<file path="src/rtl/ddr_pd_pkg.sv">
package ddr_pd_pkg;

   typedef enum logic [1:0] {
      CMD_NOP  = 2'd0,
      CMD_MRS  = 2'd1,
      CMD_EMRS = 2'd2
   } ddr_cmd_e;

   typedef enum logic [2:0] {
      ST_RDY,
      ST_PD,
      ST_XNOP,
      ST_EMRS,
      ST_GAP,
      ST_MRS,
      ST_RELOCK
   } pd_state_e;

endpackage

</file>
<file path="src/rtl/ddr_pd_dwell.sv">
module ddr_pd_dwell #(
   parameter int MIN_DWELL = 2
) (
   input  logic clk,
   input  logic rst_n,
   input  logic in_pd,
   output logic dwell_ok
);
   localparam int CW = $clog2(MIN_DWELL + 1);
   localparam logic [CW-1:0] LIMIT = CW'(MIN_DWELL);

   logic [CW-1:0] cnt_q;

   if (MIN_DWELL < 1) begin : g_bad_dwell
      $error("MIN_DWELL must be at least 1");
   end

   always_ff @(posedge clk) begin
      if (!rst_n || !in_pd)
         cnt_q <= '0;
      else if (cnt_q != LIMIT)
         cnt_q <= cnt_q + 1'b1;
   end

   assign dwell_ok = (cnt_q == LIMIT);

   a_r3_dwell_clears: assert property (@(posedge clk) disable iff (!rst_n)
      !in_pd |=> !dwell_ok);
endmodule

</file>
<file path="src/rtl/ddr_pd_timer.sv">
module ddr_pd_timer #(
   parameter int MAX_CNT = 200
) (
   input  logic                         clk,
   input  logic                         rst_n,
   input  logic                         load,
   input  logic [$clog2(MAX_CNT+1)-1:0] load_val,
   input  logic                         run,
   output logic                         zero
);
   localparam int CW = $clog2(MAX_CNT + 1);

   logic [CW-1:0] cnt_q;

   if (MAX_CNT < 1) begin : g_bad_max
      $error("MAX_CNT must be at least 1");
   end

   always_ff @(posedge clk) begin
      if (!rst_n)
         cnt_q <= '0;
      else if (load)
         cnt_q <= load_val;
      else if (run && cnt_q != '0)
         cnt_q <= cnt_q - 1'b1;
   end

   assign zero = (cnt_q == '0);

   a_r7_timer_monotonic: assert property (@(posedge clk) disable iff (!rst_n)
      (run && !load && !zero) |=> (cnt_q == $past(cnt_q) - 1'b1));
endmodule

</file>
<file path="src/rtl/ddr_pd_cmdgen.sv">
module ddr_pd_cmdgen
   import ddr_pd_pkg::*;
#(
   parameter int              ADDR_W    = 12,
   parameter int              BA_W      = 2,
   parameter logic [ADDR_W-1:0] EMRS_WORD = 12'h100,
   parameter bit              PARK_ADDR = 1'b1
) (
   input  pd_state_e         state,
   input  logic              banks_idle,
   input  logic [ADDR_W-1:0] mode_word,
   output ddr_cmd_e          cmd,
   output logic [BA_W-1:0]   ba,
   output logic [ADDR_W-1:0] addr,
   output logic              fire
);
   localparam logic [BA_W-1:0] BA_REGULAR  = BA_W'(0);
   localparam logic [BA_W-1:0] BA_EXTENDED = BA_W'(1);

   logic              is_ext;
   logic [ADDR_W-1:0] payload;

   if (BA_W < 1) begin : g_bad_ba
      $error("BA_W must be at least 1");
   end

   always_comb begin
      is_ext = (state == ST_EMRS);
      fire   = ((state == ST_EMRS) || (state == ST_MRS)) && banks_idle;
      cmd    = CMD_NOP;
      if (fire)
         cmd = is_ext ? CMD_EMRS : CMD_MRS;
      payload = is_ext ? EMRS_WORD : mode_word;
      ba      = is_ext ? BA_EXTENDED : BA_REGULAR;
   end

   if (PARK_ADDR) begin : g_park
      assign addr = fire ? payload : '0;
   end else begin : g_pass
      assign addr = payload;
   end
endmodule

</file>
<file path="src/rtl/ddr_pd_seq.sv">
module ddr_pd_seq
   import ddr_pd_pkg::*;
#(
   parameter int                ADDR_W     = 12,
   parameter int                BA_W       = 2,
   parameter int                MIN_DWELL  = 2,
   parameter int                MRS_GAP    = 1,
   parameter int                RELOCK_CYC = 200,
   parameter logic [ADDR_W-1:0] EMRS_WORD  = 12'h100,
   parameter bit                PARK_ADDR  = 1'b1
) (
   input  logic              clk,
   input  logic              rst_n,
   input  logic              pd_enter_req,
   input  logic              pd_exit_req,
   input  logic              freq_chg_req,
   input  logic              banks_idle,
   input  logic              burst_active,
   input  logic              clk_stable,
   input  logic [ADDR_W-1:0] mode_word,
   output logic              cke,
   output logic [1:0]        cmd,
   output logic [BA_W-1:0]   ba,
   output logic [ADDR_W-1:0] addr,
   output logic              ready,
   output logic              clk_may_change
);
   localparam int TMAX = (RELOCK_CYC > MRS_GAP) ? RELOCK_CYC : MRS_GAP;
   localparam int TW   = $clog2(TMAX + 1);

   if (MRS_GAP < 1) begin : g_bad_gap
      $error("MRS_GAP must be at least 1");
   end
   if (RELOCK_CYC < 1) begin : g_bad_relock
      $error("RELOCK_CYC must be at least 1");
   end
   if (ADDR_W < 12) begin : g_bad_addr
      $error("ADDR_W must cover A0..A11");
   end

   pd_state_e state_q, state_d;
   logic      pre_kind_q;
   logic      fc_pend_q;
   logic      dwell_ok;
   logic      tmr_load, tmr_run, tmr_zero;
   logic [TW-1:0] tmr_val;
   logic      fire;
   ddr_cmd_e  cmd_e;

   ddr_pd_dwell #(.MIN_DWELL(MIN_DWELL)) u_dwell (
      .clk      (clk),
      .rst_n    (rst_n),
      .in_pd    (state_q == ST_PD),
      .dwell_ok (dwell_ok)
   );

   ddr_pd_timer #(.MAX_CNT(TMAX)) u_timer (
      .clk      (clk),
      .rst_n    (rst_n),
      .load     (tmr_load),
      .load_val (tmr_val),
      .run      (tmr_run),
      .zero     (tmr_zero)
   );

   ddr_pd_cmdgen #(
      .ADDR_W    (ADDR_W),
      .BA_W      (BA_W),
      .EMRS_WORD (EMRS_WORD),
      .PARK_ADDR (PARK_ADDR)
   ) u_cmdgen (
      .state      (state_q),
      .banks_idle (banks_idle),
      .mode_word  (mode_word),
      .cmd        (cmd_e),
      .ba         (ba),
      .addr       (addr),
      .fire       (fire)
   );

   always_comb begin
      state_d  = state_q;
      tmr_load = 1'b0;
      tmr_val  = '0;
      unique case (state_q)
         ST_RDY:    if (pd_enter_req && !burst_active) state_d = ST_PD;
         ST_PD:     if (pd_exit_req && (!fc_pend_q || clk_stable)) state_d = ST_XNOP;
         ST_XNOP:   state_d = fc_pend_q ? ST_EMRS : ST_RDY;
         ST_EMRS:   if (fire) begin
                       state_d  = ST_GAP;
                       tmr_load = 1'b1;
                       tmr_val  = TW'(MRS_GAP - 1);
                    end
         ST_GAP:    if (tmr_zero) state_d = ST_MRS;
         ST_MRS:    if (fire) begin
                       state_d  = ST_RELOCK;
                       tmr_load = 1'b1;
                       tmr_val  = TW'(RELOCK_CYC - 1);
                    end
         ST_RELOCK: if (tmr_zero) state_d = ST_RDY;
         default:   state_d = ST_RDY;
      endcase
   end

   assign tmr_run = (state_q == ST_GAP) || (state_q == ST_RELOCK);

   always_ff @(posedge clk) begin
      if (!rst_n) begin
         state_q    <= ST_RDY;
         pre_kind_q <= 1'b0;
         fc_pend_q  <= 1'b0;
      end else begin
         state_q <= state_d;
         if (state_q == ST_RDY && state_d == ST_PD)
            pre_kind_q <= banks_idle;
         if (state_d == ST_RDY)
            fc_pend_q <= 1'b0;
         else if (state_q == ST_PD && pre_kind_q && freq_chg_req && dwell_ok)
            fc_pend_q <= 1'b1;
      end
   end

   assign cke            = (state_q != ST_PD);
   assign ready          = (state_q == ST_RDY);
   assign clk_may_change = (state_q == ST_PD) && fc_pend_q;
   assign cmd            = cmd_e;

   a_r1_ready_quiet: assert property (@(posedge clk) disable iff (!rst_n)
      ready |-> (cke && cmd == CMD_NOP));
   a_r2_no_entry_in_burst: assert property (@(posedge clk) disable iff (!rst_n)
      $fell(cke) |-> !$past(burst_active));
   a_r5_exit_nop: assert property (@(posedge clk) disable iff (!rst_n)
      $rose(cke) |-> (cmd == CMD_NOP));
   a_r6_hold_until_stable: assert property (@(posedge clk) disable iff (!rst_n)
      (!cke && clk_may_change && !clk_stable) |=> !cke);
   a_r8_mrs_banks_idle: assert property (@(posedge clk) disable iff (!rst_n)
      (cmd != CMD_NOP) |-> banks_idle);
   a_r9_grant_cke_low: assert property (@(posedge clk) disable iff (!rst_n)
      clk_may_change |-> !cke);
   a_r3_grant_after_dwell: assert property (@(posedge clk) disable iff (!rst_n)
      $rose(clk_may_change) |-> $past(dwell_ok));
endmodule

</file>
<file path="config.mk">
export PLATFORM = sky130hd
export DESIGN_NAME = ddr_pd_seq
export DESIGN_NICKNAME = d
export VERILOG_FILES = /design/src/rtl/ddr_pd_pkg.sv /design/src/rtl/ddr_pd_dwell.sv /design/src/rtl/ddr_pd_timer.sv /design/src/rtl/ddr_pd_cmdgen.sv /design/src/rtl/ddr_pd_seq.sv
export SDC_FILE = /design/constraint.sdc
export NUM_CORES = 1
export LEC_CHECK = 0
export BUFFER_PORTS_ARGS = -buffer_cell sky130_fd_sc_hd__buf_2
export CORE_MARGIN = 8
export CORE_UTILIZATION = 49
export CTS_CLUSTER_SIZE = 16
export DETAILED_ROUTE_END_ITERATION = 6
export PLACE_DENSITY = 0.81
export SLEW_MARGIN = 25
export SYNTH_ARGS = -nofsm -noshare
export SYNTH_HDL_FRONTEND = slang
export SYNTH_SLANG_ARGS = --single-unit
</file>
<file path="constraint.sdc">
create_clock -name clk -period 2.4 [get_ports clk]
set_input_delay 0.6 -clock clk [delete_from_list [all_inputs] [get_ports clk]]
set_output_delay 0.6 -clock clk [all_outputs]
set_load 0.01 [all_outputs]
</file>
==> impl_results.md <==
- Prevailing post-synth register cell: dfxtp_1
- Initial Utilization: 50.7%
- Worst-path fanout max: 15
- Overall routed net length: 2950 um
- Largest family of logic cells by synthesized area: simple AND/OR/NAND/NOR gates
- Final Critical Period: 2170 ps
- Yosys warns: 0
- Post-synthesis simple-gate area fraction: 33.8%
- Post-Synthesis Cells: 140
- Post-Synth Adder-Cell Area: 2.27%
- CTS tree: built
- RSZ-0062 raised after global routing: false
- Depth of the CTS H-tree: 1
- Synthesized area per cell: 7.86 um^2
- Post-layout util: 60.5%
- DR pass1 iterations: 4
- Mux cell area share after synthesis: 1.82%
- Crit end category: output pin
- Synth unique cells: 49
- Congestion Overflow GR: 0
- Finished Layout Cells: 202
- Die Y-Extent: 63.4 um
- Top achievable clock speed: 460 MHz
- Wire length per cell: 14.6 um
- Design Power: 0.000463 W
- Area of the multi-input gates: 707 um^2
- Pre-CTS setup slack: 236 ps
- CTS root buffer: clkbuf_4
- Number of vias after detailed routing: 1156
- FF+latch count, synth: 15
- Post-Syn Area: 1100 um^2
- CTS clk-pin slew, worst paths: 90 ps
- XOR/XNOR Fraction of Synth Area: 1.59%
- Antenna Violating Nets Remaining: 0
- Area delta synth->final: 19.2%
- Final hold vios: 0
- Total CTS buffers: 3
- Hold path depth: 2
- Static Leak: 0.621 nW
- Drc violations: 0
- Core area: 2170 um^2
- Worst setup SP type: register
- DRT iter0 DRCs: 45
- Worst hold path class: register to register
- Post-DP HPWL: 2270 um
- Gpl congestion: 0.846
- Synth Net Count: 162
- Worst path arrival time: 1570 ps
- Setup-failing EPs final: 0
- Compound-Gate Fraction of Synth Area: 24.4%
- Hold_sp: u_timer.cnt_q[1]
- Clock latency at the later pin of the worst-skew pair: 290 ps
- DP Cell Count: 198
- IO Count: 39
- Initial antenna violation count: 0
- Die area: 4020 um^2
- Leading area contributor after synthesis: dfxtp_1
- Share of layout cells above drive strength 1: 31.0%
- Max-Cap Viols: 0
- Crit path kind: register to output pin
- First-pass GRT wire length: 4870 um
- Post-synth EDFFs: 0
- Row count: 17
- VDD IR-drop max: 0.223 mV
- WP data required: 1800 ps
- Vias in the first global route: 1066
- Buffers added on ports: 37
- Largest cells by area after synthesis: dfxtp_1 (27%), and2_1 (6.8%), nor2_1 (5.1%)
- Postcts setup bufs: 0
- Final Slew Violations: 0
- Synth top cells by count: dfxtp_1 (15), nor2_1 (15), and2_1 (12)
- Sequential Area: 302 um^2
- Chip width: 63.4 um
- Period utilization: 90.6%
- Largest net degree at the start of global routing: 16
- CTS Buffer Depth: 2
- CP startpoint: state_q[2]
- Power per cell area: 353 nW/um^2
- N_diodes: 0
- Clk sinks: 15
- Fill cells: 210
- Reg2Reg Launch Point: state_q[1]
- Yosys top cell area share: 27.3%
- Sequential-to-total area share from yosys stat: 27.3%
- Setup TNS Final: 0 ps
- Status: completed
- Post-DR vias/cell: 5.72
- Register-to-Register Path Depth: 5
- Final WS setup: 226 ps
- Total GRT Usage: 14.4%
- FFs w/ async S/R, synth: 0%
- Final Skew: 2.73 ps
- Nets: 197
-- through the flow --
stage | hold slack, ps | cell area [um^2]
floorplan | 462 | 1100
detailed placement | 495 | 1280
CTS | 509 | 1310
global placement | 470 | 1280
global route | 532 | 1310
finish | 516 | 1310
-- placed cells by master (no fill, tap or decap), types with 3 or more instances in the layout --
cell      instances
a21oi_1           6
o21ai_0           5
clkbuf_4          3
nand2_1          10
o22ai_1           4
nor2_1           15
nand2b_1          5
nor2b_1           4
nor3_1            4
buf_2            37
inv_1             5
buf_4             4
dfxtp_1          14
a311oi_1          3
and2_1           12
-- metal layers --
layer | vias up | wire [um] | global-route usage, %
met4 | 0 | 54 | 7.24
met5 | - | 0 | 0
met2 | 32 | 1460 | 23.3
met1 | 544 | 1270 | 16.5
li1 | 575 | - | -
met3 | 5 | 170 | 4.59
-- power breakdown --
group	switching [W]	internal [W]	leakage, nW	total [W]
clock network	0.0000874	0.0000621	0.0177	0.000150
logic	0.0000285	0.0000273	0.482	0.0000558
registers	0.00000566	0.000252	0.122	0.000258
-- flip-flops by register name (all words and copies together), names as in the netlist --
register       flops
u_timer.cnt_q      8
state_q            3
u_dwell.cnt_q      2
fc_pend_q          1
pre_kind_q         1
-- layout make-up --
cell class | count | share of cell area (%)
multi-input combinational | 107 | 53.9
sequential | 15 | 23.0
timing repair buffer | 41 | 16.4
tap | 28 | 2.67
inverter | 7 | 2.00
clock buffer | 3 | 1.72
clock inverter | 1 | 0.381
-- cells by family (layout without fill, tap and decap cells) --
kind of cell | count (synthesis) | in the layout
AND/OR/NAND/NOR | 66 | 66
AO/OA/AOI/OAI | 34 | 34
buffers and inverters | 18 | 52
flip-flops | 15 | 15
adder cells (fa/ha/maj) | 2 | 2
XOR/XNOR | 2 | 2
multiplexers | 2 | 2
other | 1 | 1
-- worst max-delay path, cell delays in order, from the launching register on --
cell and delay, ps:
dfxtp_1 530, nand4b_1 260, inv_2 220, and2_1 150, buf_2 120
-- worst paths after layout --
kind,end,slack (ps)
worst max-delay path,addr[4],230
worst min-delay path,u_timer.cnt_q[1],520
worst max register to register,u_timer.cnt_q[5],490
worst min register to register,u_timer.cnt_q[1],520
-- repair_timing --
action                     CTS  global route
hold buffers                 0             0
gates resized for setup      0             2
setup endpoints to repair    0            11
No activity file was read; power rests on OpenSTA's default activity.
